===== src/rtl/mcpwm_pkg.sv =====
`timescale 1ns/1ps
// Shared constants for the motor-control PWM controller: write map
// addresses and control-register bit positions.
package mcpwm_pkg;
    localparam int unsigned ADDR_W = 4;

    localparam logic [ADDR_W-1:0] A_CTRL = 4'd0;
    localparam logic [ADDR_W-1:0] A_MOD  = 4'd1;
    localparam logic [ADDR_W-1:0] A_PRE  = 4'd2;
    localparam logic [ADDR_W-1:0] A_DEAD = 4'd3;
    localparam logic [ADDR_W-1:0] A_MAN  = 4'd4;
    localparam logic [ADDR_W-1:0] A_POL  = 4'd5;
    localparam logic [ADDR_W-1:0] A_VAL0 = 4'd8;

    localparam int C_EN   = 0;
    localparam int C_LOK  = 1;
    localparam int C_IEN  = 2;
    localparam int C_FCLR = 3;
    localparam int C_MAN  = 4;
    localparam int C_COMP = 5;
endpackage


===== src/rtl/mcpwm_timebase.sv =====
`timescale 1ns/1ps
// Time base: prescaled up-counter with an equality wrap.
// Assumes modulus != 0 (an equality compare never matches 0 in a
// normal run). Cleared and frozen while en is low. On the first
// enabled cycle it raises start and loads 1. On a prescaler tick
// with count == modulus it raises wrap and loads 1.
module mcpwm_timebase #(
    parameter int CW = 16,
    parameter int PW = 2
) (
    input  logic          clk,
    input  logic          rst_n,
    input  logic          en,
    input  logic [CW-1:0] modulus,
    input  logic [PW-1:0] presc,
    output logic [CW-1:0] cnt,
    output logic          start,
    output logic          wrap
);
    localparam int PCW = (1 << PW) - 1;

    logic           en_d;
    logic [PCW-1:0] pc;
    logic [PCW-1:0] lim;
    logic           tick;

    // Prescaler limit and tick decode.
    always_comb begin
        lim   = (PCW'(1) << presc) - PCW'(1);
        tick  = (pc == lim);
        start = en && !en_d;
        wrap  = en && en_d && tick && (cnt == modulus);
    end

    // Count sequencing: idle clear, enable start, tick advance.
    always_ff @(posedge clk) begin
        if (!rst_n) begin
            en_d <= 1'b0;
            cnt  <= '0;
            pc   <= '0;
        end else begin
            en_d <= en;
            if (!en) begin
                cnt <= '0;
                pc  <= '0;
            end else if (!en_d) begin
                cnt <= CW'(1);
                pc  <= '0;
            end else if (tick) begin
                pc  <= '0;
                cnt <= (cnt == modulus) ? CW'(1) : cnt + CW'(1);
            end else begin
                pc <= pc + PCW'(1);
            end
        end
    end
endmodule


===== src/rtl/mcpwm_deadtime.sv =====
`timescale 1ns/1ps
// Dead-time inserter for one complementary pair. Each change of want
// blanks both sides for `dead` clocks, counted from the change with a
// saturating age counter, so raising or lowering `dead` mid-gap never
// ends a gap before the value now programmed.
module mcpwm_deadtime #(
    parameter int DTW = 8
) (
    input  logic           clk,
    input  logic           rst_n,
    input  logic           want,
    input  logic [DTW-1:0] dead,
    output logic           hi,
    output logic           lo
);
    logic           prev;
    logic [DTW-1:0] age;
    logic           gap;

    // Blanking decode and pair drive.
    always_comb begin
        gap = (want != prev) ? (dead != '0) : (age < dead);
        hi  = !gap && want;
        lo  = !gap && !want;
    end

    // Track the last want and the clocks elapsed since it changed.
    always_ff @(posedge clk) begin
        if (!rst_n) begin
            prev <= 1'b0;
            age  <= '1;
        end else begin
            prev <= want;
            if (want != prev) begin
                age <= DTW'(1);
            end else if (age != '1) begin
                age <= age + DTW'(1);
            end
        end
    end
endmodule


===== src/rtl/mcpwm_ctrl.sv =====
`timescale 1ns/1ps
// Motor-control PWM controller top. Holds the write-port registers,
// shadow and active copies of modulus, prescaler and duties, the reload
// flag and the enable sequencing. Builds per-pin compares, per-pair
// dead time and the fault/polarity output stage.
// Assumes CW >= 2*NPAIR, CW >= DTW, CW >= 6 and NPAIR <= 4.
module mcpwm_ctrl
    import mcpwm_pkg::*;
#(
    parameter int CW    = 16,
    parameter int DTW   = 8,
    parameter int PW    = 2,
    parameter int NPAIR = 3
) (
    input  logic                 clk,
    input  logic                 rst_n,
    input  logic                 wr_en,
    input  logic [ADDR_W-1:0]    wr_addr,
    input  logic [CW-1:0]        wr_data,
    input  logic                 fault_in,
    input  logic                 isense_sel,
    output logic [2*NPAIR-1:0]   pwm_out,
    output logic [2*NPAIR-1:0]   pwm_oe,
    output logic                 irq
);
    localparam int NOUT = 2 * NPAIR;

    logic            en_q, lok_q, ien_q, outc_q, comp_q, flag_q, ph_q;
    logic [CW-1:0]   mod_buf, mod_act;
    logic [PW-1:0]   pre_buf, pre_act;
    logic [DTW-1:0]  dead_q;
    logic [NOUT-1:0] man_q, pol_q;
    logic [CW-1:0]   val_buf [NOUT];
    logic [CW-1:0]   val_act [NOUT];
    logic [CW-1:0]   cnt;
    logic            start, wrap, reload, wr_ctrl;
    logic [NOUT-1:0] comp_drv, ind_drv, drive;

    assign wr_ctrl = wr_en && (wr_addr == A_CTRL);
    assign reload  = start | wrap;

    // Control bits, load-permit self-clear and sticky reload flag.
    always_ff @(posedge clk) begin
        if (!rst_n) begin
            en_q   <= 1'b0;
            lok_q  <= 1'b0;
            ien_q  <= 1'b0;
            outc_q <= 1'b0;
            comp_q <= 1'b0;
            flag_q <= 1'b0;
        end else begin
            if (wr_ctrl) begin
                en_q   <= wr_data[C_EN];
                ien_q  <= wr_data[C_IEN];
                outc_q <= wr_data[C_MAN];
                comp_q <= wr_data[C_COMP];
            end
            if (wr_ctrl) lok_q <= wr_data[C_LOK];
            else if (reload) lok_q <= 1'b0;
            if (reload) flag_q <= 1'b1;
            else if (wr_ctrl && wr_data[C_FCLR]) flag_q <= 1'b0;
        end
    end

    // Shadow registers, active transfer and current-sense phase.
    always_ff @(posedge clk) begin
        if (!rst_n) begin
            mod_buf <= '0;
            pre_buf <= '0;
            dead_q  <= '0;
            man_q   <= '0;
            pol_q   <= '0;
            pre_act <= '0;
            ph_q    <= 1'b0;
            for (int i = 0; i < NOUT; i++) begin
                val_buf[i] <= '0;
                val_act[i] <= '0;
            end
        end else begin
            if (wr_en && wr_addr == A_MOD)  mod_buf <= wr_data;
            if (wr_en && wr_addr == A_PRE)  pre_buf <= wr_data[PW-1:0];
            if (wr_en && wr_addr == A_DEAD) dead_q  <= wr_data[DTW-1:0];
            if (wr_en && wr_addr == A_MAN)  man_q   <= wr_data[NOUT-1:0];
            if (wr_en && wr_addr == A_POL)  pol_q   <= wr_data[NOUT-1:0];
            for (int i = 0; i < NOUT; i++) begin
                if (wr_en && wr_addr == A_VAL0 + ADDR_W'(i)) val_buf[i] <= wr_data;
            end
            if (reload && lok_q) begin
                pre_act <= pre_buf;
                for (int i = 0; i < NOUT; i++) val_act[i] <= val_buf[i];
            end
            if (start) ph_q <= 1'b0;
            else if (wrap) ph_q <= ~ph_q;
        end
    end

    // Active modulus: deliberately without reset, keeps its last load.
    always_ff @(posedge clk) begin
        if (reload && lok_q) mod_act <= mod_buf;
    end

    mcpwm_timebase #(.CW(CW), .PW(PW)) u_tb (
        .clk     (clk),
        .rst_n   (rst_n),
        .en      (en_q),
        .modulus (mod_act),
        .presc   (pre_act),
        .cnt     (cnt),
        .start   (start),
        .wrap    (wrap)
    );

    // Complementary pairs: duty slot select, compare, dead time.
    for (genvar k = 0; k < NPAIR; k++) begin : g_pair
        logic [CW-1:0] duty;
        logic          want, hi, lo;
        assign duty = (isense_sel && ph_q) ? val_act[2*k+1] : val_act[2*k];
        assign want = outc_q ? man_q[2*k]
                             : (en_q && cnt != '0 && cnt <= duty);
        mcpwm_deadtime #(.DTW(DTW)) u_dt (
            .clk   (clk),
            .rst_n (rst_n),
            .want  (want),
            .dead  (dead_q),
            .hi    (hi),
            .lo    (lo)
        );
        assign comp_drv[2*k]   = hi;
        assign comp_drv[2*k+1] = lo;
    end

    // Independent pins: one compare per duty slot.
    for (genvar i = 0; i < NOUT; i++) begin : g_ind
        assign ind_drv[i] = outc_q ? man_q[i]
                                   : (en_q && cnt != '0 && cnt <= val_act[i]);
    end

    // Output stage: idle forcing, polarity, fault override.
    always_comb begin
        if (comp_q) drive = (en_q || outc_q) ? comp_drv : '0;
        else        drive = ind_drv;
        pwm_out = fault_in ? pol_q : (drive ^ pol_q);
        pwm_oe  = {NOUT{en_q | outc_q}};
        irq     = flag_q & ien_q;
    end
endmodule


===== config.mk =====
export PLATFORM = sky130hd
export DESIGN_NAME = mcpwm_ctrl
export DESIGN_NICKNAME = d
export VERILOG_FILES = /design/src/rtl/mcpwm_pkg.sv /design/src/rtl/mcpwm_timebase.sv /design/src/rtl/mcpwm_deadtime.sv /design/src/rtl/mcpwm_ctrl.sv
export SDC_FILE = /design/constraint.sdc
export NUM_CORES = 1
export LEC_CHECK = 0
export ABC_AREA = 1
export ABC_CLOCK_PERIOD_IN_PS = 7100
export CAP_MARGIN = 25
export CELL_PAD_IN_SITES_DETAIL_PLACEMENT = 1
export CELL_PAD_IN_SITES_GLOBAL_PLACEMENT = 2
export CORE_MARGIN = 2
export CORE_UTILIZATION = 44
export CTS_BUF_LIST = sky130_fd_sc_hd__clkbuf_4
export DETAILED_ROUTE_END_ITERATION = 6
export PLACE_DENSITY_LB_ADDON = 0.1
export SLEW_MARGIN = 10
export SYNTH_ARGS = -nofsm -noshare
export SYNTH_HDL_FRONTEND = slang
export SYNTH_SLANG_ARGS = --single-unit

===== constraint.sdc =====
create_clock -name clk -period 7.1 [get_ports clk]
set_clock_uncertainty 0.2 [all_clocks]
set_input_delay 1.42 -clock clk [delete_from_list [all_inputs] [get_ports clk]]
set_output_delay 1.42 -clock clk [all_outputs]
set_load 0.03 [all_outputs]

==> impl_metrics.env, run 1 <==
export IMPL_drc=0
export IMPL_drive_gt1_frac=0.108
export IMPL_layout_cells_non_filler=2551
export IMPL_clock_latency_ns=0.78
export IMPL_post_cts_buffers=0
export IMPL_dieArea_um2=39900
export IMPL_drt_total_wl_um=48000
export IMPL_ys_seq_area_frac=0.482
export IMPL_start_kind="input pin"
export IMPL_io_pins=38
export IMPL_cts_hold_fix_buffers=0
export IMPL_p_per_area_nw_per_um2=237
export IMPL_syn2layout_area_growth_pct=12.2
export IMPL_async_flop_share=0
export IMPL_leakagePower_uw=0.00852
export IMPL_path_clk_slew_ns=0.06
export IMPL_synth_edf_count=208
export IMPL_final_min_clock_period_ns=6.83
export IMPL_hpwl_um=34800
export IMPL_grt_max_degree=76
export IMPL_grt_total_usage=0.249
export IMPL_synthTopCellsByCount="308 x inv_1, 289 x nand2_1, 222 x nor2_1"
export IMPL_hold_viol_final=0
export IMPL_die_h_um=200
export IMPL_worstMarginPinSlew_ns=0.968
export IMPL_cp_end_kind="primary output"
export IMPL_nets=2166
export IMPL_status="complete, no violations"
export IMPL_maxCapViolCount=0
export IMPL_synth_top_area_share=0.370
export IMPL_syn_num_nets=2078
export IMPL_synthTopCellsByArea="edfxtp_1 37%, ha_1 13%, dfxtp_1 11%"
export IMPL_cts_sinks=302
export IMPL_yosysWarnings=0
export IMPL_grt_pass1_vias=13735
export IMPL_syn_inst=1882
export IMPL_fmax_mhz=146
export IMPL_drt_iter0_drc=673
export IMPL_max_slew_margin_rel=0.354
export IMPL_gp_congestion=0.844
export IMPL_path_cells="clkdlybuf4s50_1 -> nand2_2 -> buf_12 -> nand2_1 -> o21ai_0 -> ha_1 -> nand4_1 -> nor3_1 -> nand3_1 -> nand2_1 -> nand2_1 -> nand2_1 -> nand2_1 -> nand3_1 -> nand3_1 -> nand2_1 -> nand2_1 -> nand2_1 -> nand2_1 -> inv_1 -> clkdlybuf4s50_1"
export IMPL_nFillCells=4498
export IMPL_irDropWorstVdd_mv=0.197
export IMPL_critPathKind="in2out"
export IMPL_yosys_area_top_type="edfxtp_1"
export IMPL_fin_tns_setup_ns=0
export IMPL_fin_crit_sh=0.962
export IMPL_multi_input_area_um2=7290
export IMPL_register_area_um2=8130
export IMPL_portBuffers=37
export IMPL_syn_cell_area_um2=16900
export IMPL_core_rowCount=71
export IMPL_setup_viol=0
export IMPL_cts_root_buffer="clkbuf_4"
export IMPL_start_util=0.448
export IMPL_cts_repair_resized=0
export IMPL_firstDrtPassIters=5
export IMPL_synth_flop_cell="edfxtp_1"
export IMPL_yosysMostFrequentCell="inv_1"
export IMPL_crit_required_ns=5.48
export IMPL_crit_slowest_cell="clkdlybuf4s50_1"
export IMPL_synth_seq_cells=302
export IMPL_grt_overflow_total=0
export IMPL_vias=13277
export IMPL_synth_avg_cell_area_um2=8.96
export IMPL_clk_path_buf_depth=3
export IMPL_min_delay_path_class="reg2reg"
export IMPL_crit_path_max_fanout=60
export IMPL_grt_antenna_before_repair=2
export IMPL_final_antenna_net_count=0
export IMPL_tritoncts="yes"
export IMPL_die_w_um=200
export IMPL_rsz0062_at_grt="false"
export IMPL_cts_made_buffers=86
export IMPL_vias_per_cell=5.20
export IMPL_drv_slew=0
export IMPL_core_area_um2=37700
export IMPL_placed_cells=2390
export IMPL_synthDistinctLibCells=51
export IMPL_routedWlPerCell_um=18.8
export IMPL_critical_path_arrival_ns=5.21
export IMPL_critPathMostFrequentCell="nand2_1"
export IMPL_cpPeakStageDelay_ns=0.67
export IMPL_grt_pass1_wl_um=74900
export IMPL_h_tree_depth=3
-- metrics by stage --
step / setup WS (ns) / utilization / cell area, um^2 / hold slack (ns) / total power, uW
floorplan: 1.78 / - / 16900 / 0.203 / 2590
global placement: 0.395 / 0.470 / 17700 / 0.209 / 2750
detailed placement: 0.296 / 0.470 / 17700 / 0.214 / 2790
CTS: 0.290 / 0.501 / 18900 / 0.205 / 4540
global route: 0.0408 / 0.502 / 18900 / 0.215 / 4770
finish: 0.270 / 0.502 / 18900 / 0.200 / 4480
-- kinds of logic (layout without fill, tap and decap cells) --
| logic type | count (synthesis) | after routing | share of synthesized area |
|---|---|---|---|
| AOI/OAI and AO/OA | 324 | 324 | 0.102 |
| xor gates and xnor gates | 23 | 23 | 0.0119 |
| adders and majority gates | 171 | 171 | 0.127 |
| buffers and inverters | 368 | 525 | 0.0872 |
| DFF | 302 | 302 | 0.482 |
| muxes | 3 | 3 | 0.00200 |
| other | 0 | 1 | 0 |
| and+or+nand+nor | 691 | 691 | 0.188 |
-- area by class of cell --
cell class	instances	area share
clock buffers	135	0.0536
multi-input cells	1212	0.385
repair buffers	49	0.0263
inverters	319	0.0633
well taps	511	0.0338
clock inverters	22	0.00827
diodes	1	0.000132
flip-flops and latches	302	0.430
-- state kept, by name (all words and copies together), names as in the netlist, 2 cells and up --
signal	cells
u_tb.cnt	16
g_pair.u_dt.prev	3
mod_act	16
val_buf	96
val_act	96
pol_q	6
pre_act	2
u_tb.pc	3
man_q	6
pre_buf	2
mod_buf	16
g_pair.u_dt.age	24
dead_q	8
-- power breakdown --
part | switching (uW) | leakage (uW) | total [uW] | internal, uW
logic | 418 | 0.00502 | 662 | 244
registers | 89.6 | 0.00281 | 2090 | 2000
clock network | 790 | 0.000693 | 1730 | 939
-- worst max-delay path: cells and delay by family --
kind / cells / cell delay, ns
AO/OA/AOI/OAI: 1 / 0.11
buffers and inverters: 4 / 1.49
adder cells (fa/ha/maj): 1 / 0.33
AND/OR/NAND/NOR: 15 / 1.84
-- placed cells by master, fill, tap and decap left out, types with 6 or more instances in the layout --
| cell type | synthesis | routed |
|---|---|---|
| inv_1 | 308 | 308 |
| nand2_1 | 289 | 287 |
| nor2_1 | 222 | 222 |
| edfxtp_1 | 208 | 208 |
| ha_1 | 171 | 171 |
| a21oi_1 | 145 | 145 |
| o21ai_0 | 137 | 136 |
| clkbuf_4 | 0 | 136 |
| dfxtp_1 | 94 | 94 |
| nand3_1 | 72 | 72 |
| nor2_4 | 40 | 40 |
| clkdlybuf4s50_1 | 0 | 36 |
| nand4_1 | 24 | 24 |
| nor3_1 | 24 | 24 |
| clkinv_1 | 7 | 19 |
| xnor2_1 | 17 | 17 |
| buf_4 | 5 | 7 |
| xor2_1 | 6 | 6 |
| a21boi_0 | 6 | 6 |
| o211ai_1 | 6 | 6 |
-- per-layer routing --
layer,global-route usage,up-vias,wire length [um]
met2,0.431,226,23400
li1,-,6484,-
met4,0.0733,0,859
met1,0.321,6494,21700
met3,0.0428,73,2100
met5,0,-,0
-- final timing paths --
kind              slack [ns]  depth (start not counted)             to    startpoint
setup reg to reg        2.47                         11  val_act[5][0]  u_tb.cnt[13]
hold reg to reg         0.20                          0    mod_act[12]   mod_buf[12]
setup / recovery        0.27                         21     pwm_out[2]    isense_sel
hold / removal          0.20                          0    mod_act[12]   mod_buf[12]
Power figures use the tool's default switching activity.
==> run 2, diff against run 1 <==
--- a/config.mk
+++ b/config.mk
@@ -10,9 +10,8 @@
 export CAP_MARGIN = 25
 export CELL_PAD_IN_SITES_DETAIL_PLACEMENT = 1
 export CELL_PAD_IN_SITES_GLOBAL_PLACEMENT = 2
-export CORE_MARGIN = 2
-export CORE_UTILIZATION = 44
-export CTS_BUF_LIST = sky130_fd_sc_hd__clkbuf_4
+export CORE_UTILIZATION = 43
+export CTS_BUF_LIST = sky130_fd_sc_hd__clkbuf_16
 export DETAILED_ROUTE_END_ITERATION = 6
 export PLACE_DENSITY_LB_ADDON = 0.1
 export SLEW_MARGIN = 10
==> impl_metrics.env, run 2 (synthesis results as in run 1) <==
export IMPL_gr_max_usage_layer="met2"
export IMPL_biggestRegsByFlops="val_act x96, val_buf x96, g_pair.u_dt.age x24"
export IMPL_worstHoldEndpoint="mod_act[6]"
export IMPL_firstDrtPassIters=6
export IMPL_cts_root_buffer="clkbuf_16"
export IMPL_core_area_um2=38600
export IMPL_syn2layout_area_growth_pct=12.9
export IMPL_crit_required_ns=5.48
export IMPL_drt_total_wl_um=47600
export IMPL_fin_hold_ws_ns=0.224
export IMPL_drc=0
export IMPL_critPathMostFrequentCell="nand2_1"
export IMPL_clock_latency_ns=0.56
export IMPL_met2_usage=0.421
export IMPL_grt_met3_usage=0.0386
export IMPL_fin_crit_sh=0.951
export IMPL_fmax_mhz=148
export IMPL_path_clk_slew_ns=0.06
export IMPL_portBuffers=37
export IMPL_clk_path_buf_depth=3
export IMPL_worstMarginPinSlew_ns=1.11
export IMPL_irDropWorstVdd_mv=0.215
export IMPL_r2r_cells=9
export IMPL_post_cts_buffers=0
export IMPL_maxCapViolCount=0
export IMPL_grt_overflow_total=0
export IMPL_fin_tns_setup_ns=0
export IMPL_hold_viol_final=0
export IMPL_grt_total_usage=0.249
export IMPL_mostFrequentLayoutCell="inv_1"
export IMPL_status="complete, no violations"
export IMPL_hold_path_startpoint="mod_buf[6]"
export IMPL_final_min_clock_period_ns=6.75
export IMPL_cts_made_buffers=39
export IMPL_mostFrequentLayoutCells="313 x inv_1, 287 x nand2_1, 222 x nor2_1"
export IMPL_crit_path_max_fanout=41
export IMPL_whs_path_depth=0
export IMPL_critPathKind="in2out"
export IMPL_cp_end_kind="primary output"
export IMPL_p_per_area_nw_per_um2=247
export IMPL_grt_max_degree=97
export IMPL_start_kind="input pin"
export IMPL_routedWlPerCell_um=19.3
export IMPL_vias=12831
export IMPL_core_rowCount=72
export IMPL_grt_pass1_wl_um=74000
export IMPL_crit_slowest_cell="clkdlybuf4s50_1"
export IMPL_utilization=0.493
export IMPL_gp_congestion=0.813
export IMPL_hpwl_um=35100
export IMPL_die_h_um=200
export IMPL_grt_use_met1=0.317
export IMPL_drive_gt1_frac=0.0686
export IMPL_path_cells="clkdlybuf4s50_1 -> nand2_2 -> buf_12 -> nand2_1 -> o21ai_0 -> ha_1 -> nand4_1 -> nor3_1 -> nand3_1 -> nand2_1 -> nand2_1 -> nand2_1 -> nand2_1 -> nand3_1 -> nand3_1 -> nand2_1 -> nand2_1 -> nand2_1 -> nand2_1 -> inv_1 -> clkdlybuf4s50_1"
export IMPL_io_pins=38
export IMPL_max_slew_margin_rel=0.259
export IMPL_min_delay_path_class="reg2reg"
export IMPL_grt_pass1_vias=13262
export IMPL_cpPeakStageDelay_ns=0.67
export IMPL_r2r_start="u_tb.cnt[13]"
export IMPL_cts_sinks=302
export IMPL_final_antenna_net_count=0
export IMPL_setup_viol=0
export IMPL_drt_iter0_drc=564
export IMPL_regToRegSetupSlack_ns=2.67
export IMPL_dieArea_um2=40000
export IMPL_leakagePower_uw=0.00857
export IMPL_vias_per_cell=5.19
export IMPL_grt_antenna_before_repair=0
export IMPL_nFillCells=4517
export IMPL_drv_slew=0
export IMPL_tritoncts="yes"
export IMPL_rsz0062_at_grt="false"
export IMPL_nets=2120
export IMPL_die_w_um=200
export IMPL_critical_path_arrival_ns=5.13
export IMPL_h_tree_depth=2
export IMPL_r2r_end="val_act[5][12]"
export IMPL_start_util=0.436
[run 2: cell types whose count changed in the layout (fill, tap and decap cells not counted), moves of 5 or more]
| cell | change |
|---|---|
| clkbuf_4 | -136 |
| clkbuf_16 | +41 |
| clkdlybuf4s50_1 | -5 |
| clkinv_1 | -5 |
| dlymetal6s2s_1 | +5 |
| inv_1 | +5 |
[run 2: what timing repair did]
action | in CTS | in global routing
gates resized for setup | 0 | 5
hold buffers | 0 | 0
endpoints found under the setup margin | 0 | 5
[run 2: per-stage QoR]
step / setup slack [ns] / instances / cell area, um^2 / power (uW)
6_report: 0.346 / 2472 / 19000 / 4700
5_1_grt: 0.0314 / 2471 / 19000 / 4940
4_1_cts: 0.135 / 2469 / 19000 / 4760
3_5_place_dp: 0.220 / 2399 / 17700 / 2790
3_3_place_gp: 0.278 / 2397 / 17700 / 2760
2_1_floorplan: 1.78 / 1882 / 16900 / 2590
[run 2: worst max-delay path by stage]
stage,start,to,depth (start not counted)
floorplan,isense_sel,pwm_out[4],22
CTS,isense_sel,pwm_out[4],21
finish,isense_sel,pwm_out[2],21
global route,isense_sel,pwm_out[2],26
detailed placement,isense_sel,pwm_out[4],22
global placement,isense_sel,pwm_out[4],24
[run 2: cell type report]
cell class / instances / area, um^2 / share of cell area
diodes: 1 / 2.50 / 0.000131
clock buffers: 41 / 1030 / 0.0539
clock inverters: 29 / 234 / 0.0123
inverters: 319 / 1200 / 0.0629
multi-input cells: 1212 / 7290 / 0.383
flip-flops and latches: 302 / 8130 / 0.427
well taps: 518 / 648 / 0.0340
repair buffers: 50 / 523 / 0.0275
[run 2: worst max-delay path, delay by kind of cell]
kind / cells / cell delay [ns]
buffers and inverters: 4 / 1.48
adders and majority gates: 1 / 0.32
AOI/OAI and AO/OA: 1 / 0.08
and+or+nand+nor: 15 / 1.78
[run 2: where the power goes]
part / internal (uW) / leakage [uW] / switching [uW] / total, uW
clock network: 1160 / 0.000639 / 793 / 1950
logic: 243 / 0.00512 / 424 / 667
registers: 2000 / 0.00281 / 87.0 / 2090
total: 3400 / 0.00857 / 1300 / 4700
[run 2: layer usage]
metal	vias up	part of all wire
met2	175	0.47
met1	6229	0.46
li1	6334	-
met5	-	0
met3	93	0.033
met4	0	0.038
==> run 3, diff against run 2 <==
--- a/config.mk
+++ b/config.mk
@@ -13,6 +13,7 @@
 export CORE_UTILIZATION = 43
 export CTS_BUF_LIST = sky130_fd_sc_hd__clkbuf_16
 export DETAILED_ROUTE_END_ITERATION = 6
+export MAX_ROUTING_LAYER = met4
 export PLACE_DENSITY_LB_ADDON = 0.1
 export SLEW_MARGIN = 10
 export SYNTH_ARGS = -nofsm -noshare
==> impl_metrics.env, run 3 (synthesis results as in run 1) <==
export IMPL_drv_slew=0
export IMPL_core_area_um2=38600
export IMPL_fin_hold_ws_ns=0.224
export IMPL_final_antenna_net_count=0
export IMPL_drc=0
export IMPL_biggestRegsByFlops="val_act x96, val_buf x96, g_pair.u_dt.age x24"
export IMPL_min_delay_path_class="reg2reg"
export IMPL_fin_crit_sh=0.951
export IMPL_start_kind="input pin"
export IMPL_cts_made_buffers=39
export IMPL_crit_path_max_fanout=41
export IMPL_setup_viol=0
export IMPL_grt_total_usage=0.257
export IMPL_io_pins=38
export IMPL_clock_latency_ns=0.56
export IMPL_grt_antenna_before_repair=0
export IMPL_leakagePower_uw=0.00857
export IMPL_cts_hold_fix_buffers=0
export IMPL_die_w_um=200
export IMPL_critical_path_arrival_ns=5.13
export IMPL_portBuffers=37
export IMPL_vias=12880
export IMPL_post_cts_buffers=0
export IMPL_vias_per_cell=5.21
export IMPL_fmax_mhz=148
export IMPL_die_h_um=200
export IMPL_rsz0062_at_grt="false"
export IMPL_crit_required_ns=5.48
export IMPL_drt_iter0_drc=640
export IMPL_maxCapViolCount=0
export IMPL_cts_sinks=302
export IMPL_dieArea_um2=40000
export IMPL_grt_pass1_wl_um=74000
export IMPL_mostFrequentLayoutCell="inv_1"
export IMPL_drt_total_wl_um=47800
export IMPL_drive_gt1_frac=0.0686
export IMPL_firstDrtPassIters=7
export IMPL_cts_root_buffer="clkbuf_16"
export IMPL_r2r_cells=9
export IMPL_nets=2120
export IMPL_h_tree_depth=2
export IMPL_routedWlPerCell_um=19.3
export IMPL_mostFrequentLayoutCells="313 x inv_1, 287 x nand2_1, 222 x nor2_1"
export IMPL_utilization=0.493
export IMPL_grt_max_degree=97
export IMPL_tritoncts="yes"
export IMPL_fin_tns_setup_ns=0
export IMPL_core_rowCount=72
export IMPL_r2r_start="u_tb.cnt[13]"
export IMPL_n_antenna_cell=0
export IMPL_syn2layout_area_growth_pct=12.9
export IMPL_final_min_clock_period_ns=6.75
export IMPL_irDropWorstVdd_mv=0.215
export IMPL_worstMarginPinSlew_ns=1.08
export IMPL_cp_end_kind="primary output"
export IMPL_status="complete, no violations"
export IMPL_grt_pass1_vias=13255
export IMPL_cts_repair_resized=0
export IMPL_hpwl_um=35100
export IMPL_gp_congestion=0.825
export IMPL_hold_viol_final=0
export IMPL_r2r_end="val_act[5][12]"
export IMPL_start_util=0.436
export IMPL_cp_startpoint="isense_sel"
export IMPL_clk_path_buf_depth=3
export IMPL_max_slew_margin_rel=0.280
export IMPL_crit_path_end="pwm_out[2]"
export IMPL_grt_overflow_total=0
export IMPL_p_per_area_nw_per_um2=247
export IMPL_regToRegSetupSlack_ns=2.64
export IMPL_path_clk_slew_ns=0.06
export IMPL_critPathKind="in2out"
==> run 3: cell count changes in the layout (fill, tap and decap cells not counted) <==
| cell | previous run | this run |
|---|---|---|
| diode_2 | 1 | 0 |
==> run 3: stage by stage <==
step                cells  power (uW)  setup slack, ns  area [um^2]
floorplan            1882        2590             1.78        16900
CTS                  2469        4760            0.135        19000
global placement     2397        2760            0.278        17700
detailed placement   2399        2790            0.220        17700
global route         2471        4940           0.0300        19000
finish               2471        4710            0.349        19000
==> run 3: worst min path at each step <==
stage,depth (start not counted),end,from
floorplan,0,mod_act[0],mod_buf[0]
global placement,0,mod_act[10],mod_buf[10]
detailed placement,0,mod_act[8],mod_buf[8]
CTS,0,mod_act[8],mod_buf[8]
global route,0,mod_act[6],mod_buf[6]
finish,0,mod_act[6],mod_buf[6]
==> run 3: where the power goes <==
part	internal (uW)	total, uW	switching (uW)	leakage (uW)
Clock	1160	1950	796	0.000639
Sequential	2000	2090	87.1	0.00281
Combinational	243	667	424	0.00512
==> run 3: critical path: stages <==
cell and delay, ns:
clkdlybuf4s50_1 0.51, nand2_2 0.23, buf_12 0.25, nand2_1 0.08
o21ai_0 0.08, ha_1 0.32, nand4_1 0.12, nor3_1 0.24
nand3_1 0.11, nand2_1 0.17, nand2_1 0.15, nand2_1 0.18
nand2_1 0.08, nand3_1 0.10, nand3_1 0.09, nand2_1 0.08
nand2_1 0.06, nand2_1 0.05, nand2_1 0.06, inv_1 0.05
clkdlybuf4s50_1 0.67
==> run 3: per-layer routing <==
layer | part of all wire | GRT usage | wire length, um
met1 | 0.45 | 0.319 | 21600
met2 | 0.47 | 0.421 | 22500
met3 | 0.038 | 0.0380 | 1840
met4 | 0.037 | 0.103 | 1760
met5 | 0 | - | 0
==> run 3: area by class of cell <==
class / count / area, um^2
timing repair buffer: 50 / 523
tap: 518 / 648
clock buffer: 41 / 1030
multi-input combinational: 1212 / 7290
clock inverter: 29 / 234
fill: 4518 / 19600
sequential: 302 / 8130
inverter: 319 / 1200
